**src/rtl/irqt_pkg.sv**
```systemverilog
package irqt_pkg;
  localparam int unsigned DATA_W   = 8;
  localparam int unsigned FLAG_BIT = 7;

  typedef logic [DATA_W-1:0] byte_t;

  // Counter step: one bus cycle consumed.
  function automatic byte_t count_step(input byte_t cnt);
    return cnt - byte_t'(1);
  endfunction

  // True when the next tick brings the count to zero.
  function automatic logic count_is_last(input byte_t cnt);
    return cnt == byte_t'(1);
  endfunction

  // Status byte as seen by a read.
  function automatic byte_t status_byte(input logic flag);
    byte_t b;
    b = '0;
    b[FLAG_BIT] = flag;
    return b;
  endfunction
endpackage

```
**src/rtl/irqt_m2_edge.sv**
```systemverilog
module irqt_m2_edge #(
  parameter int unsigned SYNC_STAGES = 2
) (
  input  logic clk,
  input  logic rst_n,
  input  logic m2_in,
  output logic m2_level,
  output logic m2_fall
);
  localparam int unsigned SH_W = SYNC_STAGES + 1;

  logic [SH_W-1:0] sh_q;

  always_ff @(posedge clk) begin
    if (!rst_n) sh_q <= '0;
    else        sh_q <= {sh_q[SH_W-2:0], m2_in};
  end

  assign m2_level = sh_q[SYNC_STAGES-1];
  assign m2_fall  = sh_q[SYNC_STAGES] & ~sh_q[SYNC_STAGES-1];
endmodule

```
**src/rtl/irqt_bus_decode.sv**
```systemverilog
module irqt_bus_decode
  import irqt_pkg::*;
#(
  parameter int unsigned       ADDR_W   = 16,
  parameter logic [ADDR_W-1:0] REG_ADDR = 16'h5209
) (
  input  logic [ADDR_W-1:0] addr,
  input  logic              rw,
  input  byte_t             wdata,
  input  logic              m2_level,
  input  logic              m2_fall,
  input  logic              flag,
  output logic              wr_evt,
  output logic              rd_evt,
  output byte_t             load_val,
  output byte_t             rdata,
  output logic              rdata_oe
);
  logic sel;

  assign sel      = (addr == REG_ADDR);
  assign wr_evt   = m2_fall & sel & ~rw;
  assign rd_evt   = m2_fall & sel & rw;
  assign load_val = wdata;
  assign rdata_oe = m2_level & sel & rw;
  assign rdata    = rdata_oe ? status_byte(flag) : '0;
endmodule

```
**src/rtl/irqt_down_counter.sv**
```systemverilog
module irqt_down_counter
  import irqt_pkg::*;
(
  input  logic  clk,
  input  logic  rst_n,
  input  logic  tick,
  input  logic  load,
  input  byte_t load_val,
  output logic  running,
  output byte_t count,
  output logic  expire
);
  byte_t cnt_q;
  logic  run_q;

  // A load on the same tick overrides the old count's expiry.
  assign expire  = tick & run_q & ~load & count_is_last(cnt_q);
  assign running = run_q;
  assign count   = cnt_q;

  always_ff @(posedge clk) begin
    if (!rst_n) begin
      cnt_q <= '0;
      run_q <= 1'b0;
    end else if (load) begin
      cnt_q <= load_val;
      run_q <= (load_val != '0);
    end else if (tick && run_q) begin
      cnt_q <= count_step(cnt_q);
      if (count_is_last(cnt_q)) run_q <= 1'b0;
    end
  end
endmodule

```
**src/rtl/irqt_timer.sv**
```systemverilog
module irqt_timer
  import irqt_pkg::*;
#(
  parameter int unsigned       ADDR_W      = 16,
  parameter logic [ADDR_W-1:0] REG_ADDR    = 16'h5209,
  parameter int unsigned       SYNC_STAGES = 2
) (
  input  logic              clk,
  input  logic              rst_n,
  input  logic [ADDR_W-1:0] cpu_addr,
  input  logic              cpu_rw,
  input  logic              cpu_m2,
  input  logic [7:0]        cpu_wdata,
  output logic [7:0]        cpu_rdata,
  output logic              cpu_rdata_oe,
  output logic              irq_n
);
  logic  m2_level;
  logic  m2_fall;
  logic  wr_evt;
  logic  rd_evt;
  logic  expire_evt;
  logic  timer_running;
  byte_t timer_count;
  byte_t load_val;
  logic  flag_q;

  irqt_m2_edge #(.SYNC_STAGES(SYNC_STAGES)) u_edge (
    .clk      (clk),
    .rst_n    (rst_n),
    .m2_in    (cpu_m2),
    .m2_level (m2_level),
    .m2_fall  (m2_fall)
  );

  irqt_bus_decode #(.ADDR_W(ADDR_W), .REG_ADDR(REG_ADDR)) u_dec (
    .addr     (cpu_addr),
    .rw       (cpu_rw),
    .wdata    (cpu_wdata),
    .m2_level (m2_level),
    .m2_fall  (m2_fall),
    .flag     (flag_q),
    .wr_evt   (wr_evt),
    .rd_evt   (rd_evt),
    .load_val (load_val),
    .rdata    (cpu_rdata),
    .rdata_oe (cpu_rdata_oe)
  );

  irqt_down_counter u_cnt (
    .clk      (clk),
    .rst_n    (rst_n),
    .tick     (m2_fall),
    .load     (wr_evt),
    .load_val (load_val),
    .running  (timer_running),
    .count    (timer_count),
    .expire   (expire_evt)
  );

  // Expiry outranks acknowledge; writes leave the flag alone.
  always_ff @(posedge clk) begin
    if (!rst_n)          flag_q <= 1'b0;
    else if (expire_evt) flag_q <= 1'b1;
    else if (rd_evt)     flag_q <= 1'b0;
  end

  assign irq_n = ~flag_q;
endmodule

```
**config.mk**
```make
export PLATFORM = sky130hd
export DESIGN_NAME = irqt_timer
export DESIGN_NICKNAME = d
export VERILOG_FILES = /design/src/rtl/irqt_pkg.sv /design/src/rtl/irqt_m2_edge.sv /design/src/rtl/irqt_bus_decode.sv /design/src/rtl/irqt_down_counter.sv /design/src/rtl/irqt_timer.sv
export SDC_FILE = /design/constraint.sdc
export NUM_CORES = 1
export LEC_CHECK = 0
export BUFFER_PORTS_ARGS = -buffer_cell sky130_fd_sc_hd__buf_2
export CORE_ASPECT_RATIO = 0.8
export CORE_MARGIN = 5
export CORE_UTILIZATION = 32
export CTS_CLUSTER_DIAMETER = 150
export DETAILED_ROUTE_END_ITERATION = 7
export PLACE_DENSITY_LB_ADDON = 0.15
export SLEW_MARGIN = 20
export SYNTH_ARGS = -nofsm -noshare
export SYNTH_HDL_FRONTEND = slang
export SYNTH_SLANG_ARGS = --single-unit
```
**constraint.sdc**
```tcl
create_clock -name clk -period 1.5 [get_ports clk]
set_clock_uncertainty 0.05 [all_clocks]
set_input_delay 0.15 -clock clk [delete_from_list [all_inputs] [get_ports clk]]
set_output_delay 0.15 -clock clk [all_outputs]
set_load 0.01 [all_outputs]
```
# Word-level counts from Yosys, hierarchy flattened
# Index checks and enable logic that the tools add are counted.
# Widths: inputs -> output; s select.
[classes] add_sub_neg=1 eq_ne=2 mux=8 bitwise_logic=13 reduce_logical=6
[ops] operator="$mux 8" count=3
[ops] operator="$eq 16x15->1 const B" count=1
[ops] operator="$and 1x1->1" count=9
[ops] operator="$eq 8x1->1 const B" count=1
[ops] operator="$reduce_bool 8->1" count=1
[ops] operator="$sub 8x1->8 const B" count=1
[ops] operator="$reduce_bool 2->1" count=3
[ops] operator="$mux 1" count=5
[ops] operator="$not 1->1" count=4
[ops] operator="$reduce_and 2->1" count=1
[ops] operator="$logic_and 1x1->1" count=1
[totals] register_bits=13 inputBits=28 out_inout_bits=10 word_cells=34

# Longest topological paths before layout
[logic_depth] word_depth=8 mapped_depth=6 ltp_nobuf=6

# Hierarchy
# A second synthesis with hierarchy kept.
[hier_totals] hier_cells=100 hier_area_um2=863.3
[by_module_without_submodules] mod="irqt_down_counter" instances=1 cells_per_inst=61 area_each_um2=514.2 seq_area_each_um2=180.2
[by_module_without_submodules] mod="irqt_bus_decode" instances=1 cells_per_inst=28 area_each_um2=222.7 seq_area_each_um2=0.0
[by_module_without_submodules] mod="irqt_m2_edge" instances=1 cells_per_inst=7 area_each_um2=88.8 seq_area_each_um2=60.1
[by_module_without_submodules] mod="irqt_timer" instances=1 cells_per_inst=4 area_each_um2=37.5 seq_area_each_um2=20.0

# Worst setup path before layout
# No wires, ideal clock.
[synth_timing] kind="reg-to-reg" from="reg u_cnt.cnt_q[2] (netlist: u_cnt.count[2])" to="reg flag_q" setup_time_ps=70 t_arrival_ps=1261 t_required_ps=1380 path_slack_ps=120 path_stages_with_launch=5 path_buffers=0 synth_period_minus_slack_ps=1380 cell_sequence="dfxtp_1 -> or3_4 -> nor4_2 -> o21ai_0 -> a21oi_1"
[synth_via] elab_chain_cells=3 word_cells_on_any_way=4 classes_between="eq/ne: 1; mux: 1; bitwise: 1; reduce/logical: 1"
[synth_rtl] item="start, declared" line_no="irqt_down_counter.sv:13" text="byte_t cnt_q;"
[synth_rtl] item="start signal, assigned" line_no="irqt_down_counter.sv:26" text="cnt_q <= load_val;"
[synth_rtl] item="start signal, assigned" line_no="irqt_down_counter.sv:29" text="cnt_q <= count_step(cnt_q);"
[synth_rtl] item="$eq 8x1->1 (*)" line_no="irqt_pkg.sv:14" text="return cnt == byte_t'(1);"
[synth_rtl] item="$and 1x1->1 (*)" line_no="irqt_down_counter.sv:17" text="assign expire = tick & run_q & ~load & count_is_last(cnt_q);"
[synth_rtl] item="$mux 1 / $reduce_bool 2->1 (equally long branches)"
[synth_rtl] item="end signal, assigned" line_no="irqt_timer.sv:63" text="if (!rst_n) flag_q <= 1'b0;"
[synth_rtl] item="end signal, assigned" line_no="irqt_timer.sv:64" text="else if (expire_evt) flag_q <= 1'b1;"
[synth_rtl] item="end signal, assigned" line_no="irqt_timer.sv:65" text="else if (rd_evt) flag_q <= 1'b0;"
[synth_rtl] item="end, declared" line_no="irqt_timer.sv:26" text="logic flag_q;"
# Every way passes the cells marked *; elsewhere a longest branch is shown, timed or not.
# A chain may end at the register's enable or synchronous reset.

# Worst setup path after layout
[layout_timing] from="reg u_edge.sh_q[1]" to="reg u_cnt.cnt_q[7] (netlist: u_cnt.count[7])"
[layout_via] elab_chain_cells=5 word_cells_on_any_way=7 classes_between="mux: 1; bitwise: 4; reduce/logical: 2"
[layout_rtl] item="start, declared" line_no="irqt_m2_edge.sv:12" text="logic [SH_W-1:0] sh_q;"
[layout_rtl] item="start signal, assigned" line_no="irqt_m2_edge.sv:16" text="else sh_q <= {sh_q[SH_W-2:0], m2_in};"
[layout_rtl] item="$not 1->1 (*)" line_no="irqt_m2_edge.sv:20" text="assign m2_fall = sh_q[SYNC_STAGES] & ~sh_q[SYNC_STAGES-1];"
[layout_rtl] item="$and 1x1->1 (*)" line_no="irqt_m2_edge.sv:20"
[layout_rtl] item="$and 1x1->1 (2 in a row)" line_no="irqt_bus_decode.sv:22" text="assign wr_evt = m2_fall & sel & ~rw;"
[layout_rtl] item="$mux 8 / $reduce_bool 2->1 (equally long branches)"
# Marked as above.

==> results.md <==
- P&R area growth vs syn: 42.1%
- Commonest non-fill, non-tap cells in the layout: buf_2, buf_4, dfxtp_1
- Startpoint types: flip-flop
- Peak supply drop: 481 uV
- TritonCTS clock tree: built
- Max-Cap Viols: 0
- Setup TNS Final: 0 ns
- Slew Viols, Final: 0
- Seq/Total Area, Yosys: 29.7%
- Crit path max fanout: 5
- Arrival @ worst endpoint: 1.61 ns
- CTS Buffer Depth: 2
- Routed WL: 2.17 mm
- Gate Count Post-Synth: 93
- First-pass GRT wire length: 3.57 mm
- Max stage delay on crit path: 0.36 ns
- Clk slew on worst S/H paths: 0.08 ns
- Detail Route Antenna Nets: 0
- Root Driver: clkbuf_4
- Vias post-DR: 812
- Drt first-iter violations: 12
- I/O Pins: 38
- RSZ-0062 raised after global routing: yes
- DRC: 0
- Total track usage: 12.1%
- Initial antenna violation count: 0
- Worst path cell trace: nand3b_1, buf_4, nor4_4, xnor2_1, a21oi_1
- Post-route minimum period: 1.49 ns
- Initial Util: 32.4%
- Final hold slack: 0.0199 ns
- Critical path class: flip-flop to flip-flop
- Clock tree sinks: 13
- Synth Cell Area: 876 sq um
- DIE WIDTH: 68.5 microns
- Full die area: 0.00389 sq mm
- Outcome: completed
- Largest net degree at the start of global routing: 10
- Clock H-tree levels: 1
- Total congestion overflow: 0
- Max Fclk: 672 MHz
- CP top delay family: simple AND/OR/NAND/NOR gates
- Most used flip-flop cell after synthesis: dfxtp_1
- Synth Warn #: 0
- CTS hold repair buffers: 0
- Synth async-reset ratio: 0%
- Layout net count: 169
- Drt first pass iters: 4
- Routability cong.: 0.709
- Register bit total from synthesis: 13
- Cts bufs inserted: 3
- Storage cell area: 268 sq um
- Final Util: 46.1%
- ANT cells: 0
- Min-Delay Path Class: primary input to flip-flop
- Die H: 56.8 microns
- Fin. Hold Viols: 0
- IO buf count: 30
- Most common library cell in the layout ignoring fill and taps: buf_2
- Netlist cell types: 35
- CP endpoint kind: flip-flop
- Ratio of cells with drive above 1 in the final layout: 54.3%
- Post-synth EDFFs: 0
- DP HPWL: 1.71 mm
- Row count: 17
- Area taken by multi-input logic gates: 611 sq um
- # setup viols final: 0
- Routed vias/inst: 4.61
- Filler cell count: 278
- Number of global-route vias before repair: 802
- Worst path slowest cell: dfxtp_4
- Routed len/inst: 12.3 microns
- Core area: 0.00270 sq mm
- WP buf/inv: 1
- Period utilisation layout: 99.2%
- Pwr Density: 531 mW/mm^2
- Mapped Avg Cell Area: 9.42 sq um
- Critical Path RT: 1.62 ns
- Static leakage: 0.514 nW
- Clock Latency Late Sink: 0.28 ns
sequential cells by signal, indices dropped and copies added (netlist names):
| register | flops |
|---|---|
| u_edge.sh_q | 3 |
| flag_q | 1 |
| u_cnt.count | 8 |
| u_cnt.running | 1 |
cell families after synthesis:
group	Yosys count	share of synthesized area [%]
AO/OA/AOI/OAI	18	13.4
XOR/XNOR	7	7.00
adder cells (fa/ha/maj)	2	2.86
buffers and inverters	16	11.6
flip-flops	13	29.7
multiplexers	1	1.29
other	1	0.428
AND/OR/NAND/NOR	35	33.7
cells in the mapped netlist, types with 3 or more instances:
cell type  instances  area share (%)
nor3_1             7             4.0
nand2b_1           3             2.1
nor4_1             3             2.1
buf_4              7             6.0
inv_1              6             2.6
a21oi_1            7             4.0
dfxtp_1           13              30
and2_1             4             2.9
o31ai_1            4             3.4
a211oi_1           3             2.6
nor4b_4            3             8.1
xnor2_1            6             6.0
path summary, 6_finish.rpt:
check	end	cells after the start	slack (ns)	from
worst min register to register	u_edge.sh_q[1]$_SDFF_PN0_	1	0.39	u_edge.sh_q[0]$_SDFF_PN0_
worst min-delay path	u_edge.sh_q[0]$_SDFF_PN0_	2	0.02	cpu_m2
worst max-delay path	u_cnt.count[7]$_SDFFE_PN0P_	5	0.01	u_edge.sh_q[1]$_SDFF_PN0_
worst max register to register	u_cnt.count[7]$_SDFFE_PN0P_	5	0.01	u_edge.sh_q[1]$_SDFF_PN0_
power breakdown:
group          leakage (nW)  switching (W)  internal, W  total (W)
logic                 0.392      0.0000451    0.0000433  0.0000884
clock network        0.0150       0.000120     0.000103   0.000223
registers             0.107     0.00000227     0.000347   0.000349
stage by stage:
stage	instances	power (W)	setup WS [ns]	cell area, sq um
2_1_floorplan	99	0.000404	0.120	898
3_3_place_gp	166	0.000438	-0.00362	1080
3_5_place_dp	166	0.000440	-0.0356	1080
4_1_cts	171	0.000667	-0.00511	1130
5_1_grt	176	0.000701	-0.0326	1240
6_report	176	0.000661	0.0117	1240
what timing repair did:
item,4_1_cts,5_1_grt
buffers inserted,1,5
cloned,0,0
pin swaps,0,12
gates resized for setup,2,21
endpoints found under the setup margin,3,10
area by class of cell:
class / count / area share [%]
inverter: 6 / 1.81
multi-input combinational: 70 / 49.0
tap: 38 / 3.82
timing repair buffer: 45 / 21.7
sequential: 13 / 21.5
clock buffer: 4 / 2.11
worst register-to-register path: cells and delay by family (launching register included):
kind	cells	cell delay, ns
AOI/OAI and AO/OA	1	0.08
xor gates and xnor gates	1	0.15
buffers and inverters	1	0.20
DFF	1	0.36
and+or+nand+nor	2	0.53
metal layers:
layer	global-route usage (%)	vias up	routed length (microns)
li1	-	410	-
met1	15.5	383	903
met2	19.2	17	1120
met3	5.00	2	134
met4	1.70	0	8
met5	0	-	0
(Power assumes the default switching activity.)
